**config.mk**
```make
export PLATFORM = sky130hd
export DESIGN_NAME = sbls_unit
export DESIGN_NICKNAME = d
export VERILOG_FILES = /design/src/rtl/sbls_pkg.sv /design/src/rtl/sbls_decode.sv /design/src/rtl/sbls_bit_alu.sv /design/src/rtl/sbls_regfile.sv /design/src/rtl/sbls_unit.sv
export SDC_FILE = /design/constraint.sdc
export NUM_CORES = 2
export LEC_CHECK = 0
export ABC_CLOCK_PERIOD_IN_PS = 4400
export CAP_MARGIN = 40
export CORE_MARGIN = 4
export CORE_UTILIZATION = 30
export CTS_CLUSTER_DIAMETER = 200
export DETAILED_ROUTE_END_ITERATION = 6
export DONT_BUFFER_PORTS = 1
export GPL_TIMING_DRIVEN = 0
export MAX_ROUTING_LAYER = met4
export PLACE_DENSITY = 0.42
export REMOVE_ABC_BUFFERS = 1
export SYNTH_ARGS = -nofsm -noshare
export SYNTH_HDL_FRONTEND = slang
export SYNTH_HIERARCHICAL = 1
export SYNTH_SLANG_ARGS = --single-unit
```
**constraint.sdc**
```tcl
create_clock -name clk_i -period 4.4 [get_ports clk_i]
set_input_delay 0.44 -clock clk_i [delete_from_list [all_inputs] [get_ports clk_i]]
set_output_delay 0.44 -clock clk_i [all_outputs]
set_load 0.05 [all_outputs]
```
**src/rtl/sbls_pkg.sv**
```systemverilog
package sbls_pkg;
  localparam int unsigned XLEN   = 32;
  localparam int unsigned NREG   = 16;
  localparam int unsigned REG_AW = $clog2(NREG);
  localparam int unsigned POS_W  = $clog2(XLEN);

  localparam logic [7:0] PRI_POS = 8'h27;
  localparam logic [7:0] PRI_NEG = 8'hA7;

  // order matches {pri[7], sec}
  typedef enum logic [2:0] {
    OP_AND  = 3'd0,
    OP_OR   = 3'd1,
    OP_NOR  = 3'd2,
    OP_ANDN = 3'd3,
    OP_NAND = 3'd4,
    OP_ORN  = 3'd5,
    OP_XNOR = 3'd6,
    OP_XOR  = 3'd7
  } bit_op_e;

  typedef struct packed {
    logic [REG_AW-1:0] dst;
    logic [POS_W-1:0]  pos_b;
    logic [1:0]        sec;
    logic [POS_W-1:0]  pos_a;
    logic [REG_AW-1:0] src_b;
    logic [REG_AW-1:0] src_a;
    logic [7:0]        pri;
  } insn_t;
endpackage

```
**src/rtl/sbls_decode.sv**
```systemverilog
module sbls_decode
  import sbls_pkg::*;
(
  input  logic [31:0]       instr_i,
  input  logic              valid_i,
  output logic [REG_AW-1:0] dst_o,
  output logic [REG_AW-1:0] src_a_o,
  output logic [REG_AW-1:0] src_b_o,
  output logic [POS_W-1:0]  pos_a_o,
  output logic [POS_W-1:0]  pos_b_o,
  output bit_op_e           op_o,
  output logic              exec_o,
  output logic              illegal_o
);
  insn_t insn;
  logic  known;

  assign insn    = insn_t'(instr_i);
  assign dst_o   = insn.dst;
  assign src_a_o = insn.src_a;
  assign src_b_o = insn.src_b;
  assign pos_a_o = insn.pos_a;
  assign pos_b_o = insn.pos_b;

  always_comb begin
    known = (insn.pri == PRI_POS) || (insn.pri == PRI_NEG);
    op_o  = bit_op_e'({insn.pri[7], insn.sec});
  end

  assign exec_o    = valid_i &  known;
  assign illegal_o = valid_i & ~known;
endmodule

```
**src/rtl/sbls_bit_alu.sv**
```systemverilog
module sbls_bit_alu
  import sbls_pkg::*;
#(
  parameter int unsigned W = XLEN,
  localparam int unsigned PW = $clog2(W)
) (
  input  logic [W-1:0]  op_a_i,
  input  logic [W-1:0]  op_b_i,
  input  logic [PW-1:0] pos_a_i,
  input  logic [PW-1:0] pos_b_i,
  input  bit_op_e       op_i,
  input  logic [W-1:0]  dst_i,
  output logic [W-1:0]  dst_o
);
  logic a, b, r;

  assign a = op_a_i[pos_a_i];
  assign b = op_b_i[pos_b_i];

  always_comb begin
    unique case (op_i)
      OP_AND:  r = a & b;
      OP_OR:   r = a | b;
      OP_NOR:  r = ~(a | b);
      OP_ANDN: r = a & ~b;
      OP_NAND: r = ~(a & b);
      OP_ORN:  r = a | ~b;
      OP_XNOR: r = ~(a ^ b);
      OP_XOR:  r = a ^ b;
      default: r = 1'b0;
    endcase
  end

  assign dst_o = {dst_i[W-2:0], r};
endmodule

```
**src/rtl/sbls_regfile.sv**
```systemverilog
module sbls_regfile
  import sbls_pkg::*;
#(
  parameter int unsigned N = NREG,
  parameter int unsigned W = XLEN,
  localparam int unsigned AW = $clog2(N)
) (
  input  logic                clk_i,
  input  logic                rst_ni,
  input  logic                ld_en_i,
  input  logic [AW-1:0]       ld_addr_i,
  input  logic [W-1:0]        ld_data_i,
  input  logic                ex_en_i,
  input  logic [AW-1:0]       ex_addr_i,
  input  logic [W-1:0]        ex_data_i,
  input  logic [AW-1:0]       ra_i,
  input  logic [AW-1:0]       rb_i,
  input  logic [AW-1:0]       rd_i,
  input  logic [AW-1:0]       rx_i,
  output logic [W-1:0]        ra_o,
  output logic [W-1:0]        rb_o,
  output logic [W-1:0]        rd_o,
  output logic [W-1:0]        rx_o,
  output logic [N-1:0][W-1:0] regs_o
);
  logic [N-1:0][W-1:0] mem_q;

  for (genvar i = 0; i < N; i++) begin : g_reg
    logic hit_ld, hit_ex;
    assign hit_ld = ld_en_i && (ld_addr_i == AW'(i));
    assign hit_ex = ex_en_i && (ex_addr_i == AW'(i));
    always_ff @(posedge clk_i or negedge rst_ni) begin
      if (!rst_ni)     mem_q[i] <= '0;
      else if (hit_ld) mem_q[i] <= ld_data_i;  // load port wins
      else if (hit_ex) mem_q[i] <= ex_data_i;
    end
  end

  assign ra_o   = mem_q[ra_i];
  assign rb_o   = mem_q[rb_i];
  assign rd_o   = mem_q[rd_i];
  assign rx_o   = mem_q[rx_i];
  assign regs_o = mem_q;
endmodule

```
**src/rtl/sbls_unit.sv**
```systemverilog
module sbls_unit
  import sbls_pkg::*;
(
  input  logic        clk_i,
  input  logic        rst_ni,
  input  logic        instr_valid_i,
  input  logic [31:0] instr_i,
  input  logic        wr_en_i,
  input  logic [3:0]  wr_addr_i,
  input  logic [31:0] wr_data_i,
  input  logic [3:0]  rd_addr_i,
  output logic [31:0] rd_data_o,
  output logic        illegal_o
);
  logic [REG_AW-1:0] dst, src_a, src_b;
  logic [POS_W-1:0]  pos_a, pos_b;
  bit_op_e           op;
  logic              exec, illegal;
  logic [XLEN-1:0]   val_a, val_b, val_d, val_n;
  logic [NREG-1:0][XLEN-1:0] regs;
  logic              illegal_q;

  sbls_decode u_dec (
    .instr_i   (instr_i),
    .valid_i   (instr_valid_i),
    .dst_o     (dst),
    .src_a_o   (src_a),
    .src_b_o   (src_b),
    .pos_a_o   (pos_a),
    .pos_b_o   (pos_b),
    .op_o      (op),
    .exec_o    (exec),
    .illegal_o (illegal)
  );

  sbls_regfile #(.N(NREG), .W(XLEN)) u_rf (
    .clk_i     (clk_i),
    .rst_ni    (rst_ni),
    .ld_en_i   (wr_en_i),
    .ld_addr_i (wr_addr_i),
    .ld_data_i (wr_data_i),
    .ex_en_i   (exec),
    .ex_addr_i (dst),
    .ex_data_i (val_n),
    .ra_i      (src_a),
    .rb_i      (src_b),
    .rd_i      (dst),
    .rx_i      (rd_addr_i),
    .ra_o      (val_a),
    .rb_o      (val_b),
    .rd_o      (val_d),
    .rx_o      (rd_data_o),
    .regs_o    (regs)
  );

  sbls_bit_alu #(.W(XLEN)) u_alu (
    .op_a_i  (val_a),
    .op_b_i  (val_b),
    .pos_a_i (pos_a),
    .pos_b_i (pos_b),
    .op_i    (op),
    .dst_i   (val_d),
    .dst_o   (val_n)
  );

  always_ff @(posedge clk_i or negedge rst_ni) begin
    if (!rst_ni) illegal_q <= 1'b0;
    else         illegal_q <= illegal;
  end

  assign illegal_o = illegal_q;
endmodule

```
==> results.ini <==
[outcome]
status=finished with violations
violations=design-rule violations, negative hold slack, max-slew violations

[timing]
worst_pin_slew_ns=1.63
finalClockSkew_ns=0.0259
whs_ns=-0.497
period_needed_ns=4.21
finalHoldViolCount=513
setup_viol=0
fmax_mhz=237
maxSlewHeadroom=-0.0870
fin_crit_sh=0.958
rsz0062_at_grt=false
setup-tns-final_ns=0
drv_slew=81

[global_route]
grt_overflow=0
grt_pass1_wl_um=327000
grt_antenna_before_repair=10
track_usage=0.317
grt_pass1_vias=41100
grt_max_degree=514

[power]
ir_drop_uv=243
power_frac_comb=0.335
power_frac_seq=0.363
sw_frac_of_total=0.366
p_int_uw=12700
power.leakage_uw=0.0152
clock_power_share=0.302
power_switching_uw=7300
p_per_area_mw_per_mm2=421

[clock_network]
cts_tree=done
post-cts-setup-buffers=0
cts_buffers=72
cts_hold_buf=35
cts-root-buf=clkbuf_16
insertion_delay_ns=0.67
clockBufferDepth=3
cts.clk_slew.worst_paths_ns=0.06
cts_sinks=513
h-tree-depth=3

[finish]
layout_common_cells=dfrtp_1 (513), nand3_1 (512), nor3_1 (512), a31oi_1 (512), mux4_2 (508)
num-fill-cells=13700
regArea_mm2=0.0128
layout.nets=3950
area_growth_pct=12.7
layout-drive-gt1-share=0.214
layout_commonest_cell=dfrtp_1
multiInputGateArea_mm2=0.0261

[detailed_routing]
drtIter0Drc=5632
wl_per_cell_um=40.0
firstDrtPassIters=7
drt-vias-per-instance=7.28
drc_errors=36
drtAntennaViolNets=0
wirelength_um=232000
vias=42300

[floorplanning]
fp.dieH_um=382
io_pins=109
start_util=0.302
core_area_mm2=0.139
rows=137
die-area_mm2=0.146
die_w_um=382

[worst_setup_path]
crit_type=reg -> reg
r2r-start=u_rf/regs_o[92]$_DFFE_PN0P_
endpoint_kind=flop
cp_max_fo=9
required_ns=4.98
crit_arrival_ns=4.79
critical_path.startpoint_type=flop
timing.critical_path.from=u_rf/regs_o[92]$_DFFE_PN0P_

[place]
port_buffers=0
place.gp.congestion=0.772
place_hpwl_um=128000

[yosys]
ys.warnings.count=6
syn_avg_cell_area_um2=9.64
netlist_area_mm2=0.0420
syn_inst=4361

[hold_path]
hp-class=in -> async

[run]
drv_cap=0

==> worst max-delay path, stage by stage, from the launching register on <==
cell and delay [ns]:
dfrtp_1 0.43, mux4_2 0.48, a22oi_1 0.26, nand2_1 0.14
mux2i_1 0.75, nand2_1 0.12, a22o_1 0.25, a311oi_1 0.33
ha_1 0.31, xor2_1 0.14, nand2_1 0.06, o311ai_0 0.14
o21ai_2 0.23, buf_6 0.21, nand3_1 0.07, a31oi_1 0.20
==> worst paths after layout <==
path                                                endpoint  slack [ns]  cells after the start
worst min register to register  u_rf/regs_o[351]$_DFFE_PN0P_        0.60                      2
worst max register to register  u_rf/regs_o[192]$_DFFE_PN0P_        0.19                     15
worst max-delay path            u_rf/regs_o[192]$_DFFE_PN0P_        0.19                     15
max in group asynchronous        u_rf/regs_o[34]$_DFFE_PN0P_        3.61                      0
worst min-delay path            u_rf/regs_o[271]$_DFFE_PN0P_       -0.50                      0
min in group clk_i                u_rf/regs_o[1]$_DFFE_PN0P_        0.11                      3
==> metrics by stage <==
| step | utilization | setup WS, ns | total power, uW | cell area, um^2 | instances |
|---|---|---|---|---|---|
| floorplan | - | -4.47 | 11400 | 38700 | 3598 |
| global placement | 0.294 | -13.63 | 13300 | 41000 | 5474 |
| detailed placement | 0.321 | -0.244 | 13600 | 44700 | 5637 |
| CTS | 0.340 | 0.0489 | 19800 | 47300 | 5797 |
| global route | 0.340 | 0.0359 | 20700 | 47400 | 5805 |
| finish | 0.340 | 0.185 | 20000 | 47400 | 5807 |
==> per-layer routing <==
metal | global-route usage | vias up | routed length, um
met5 | - | - | 0
met1 | 0.410 | 22200 | 89900
li1 | - | 16300 | -
met3 | 0.0907 | 662 | 27600
met4 | 0.126 | 0 | 10900
met2 | 0.469 | 3111 | 104000
==> power groups by stage <==
stage               Combinational [uW]  Clock [uW]  Sequential, uW
global placement                  6030           0            7230
detailed placement                6390           0            7250
floorplan                         4590           0            6760
CTS                               6530        6090            7180
global route                      6970        6270            7430
finish                            6680        6040            7240
==> timing repair <==
item                                    4_1_cts  5_1_grt
gates cloned                                  0        0
endpoints found under the hold margin      1025      513
gates resized for setup                       1        5
endpoints found under the setup margin        1       16
==> state kept, by name, indices dropped and copies added (netlist names) <==
| name | flops |
|---|---|
| illegal_o | 1 |
| u_rf/regs_o | 512 |
==> cell type report <==
type / instances / area share
Antenna cell: 10 / 0.000528
Sequential cell: 513 / 0.271
Multi-Input combinational cell: 3084 / 0.552
Timing Repair Buffer: 198 / 0.0789
Clock inverter: 18 / 0.00320
Inverter: 1 / 0.0000792
Clock buffer: 107 / 0.0451
Tap cell: 1876 / 0.0496
Power figures use the tool's default switching activity.
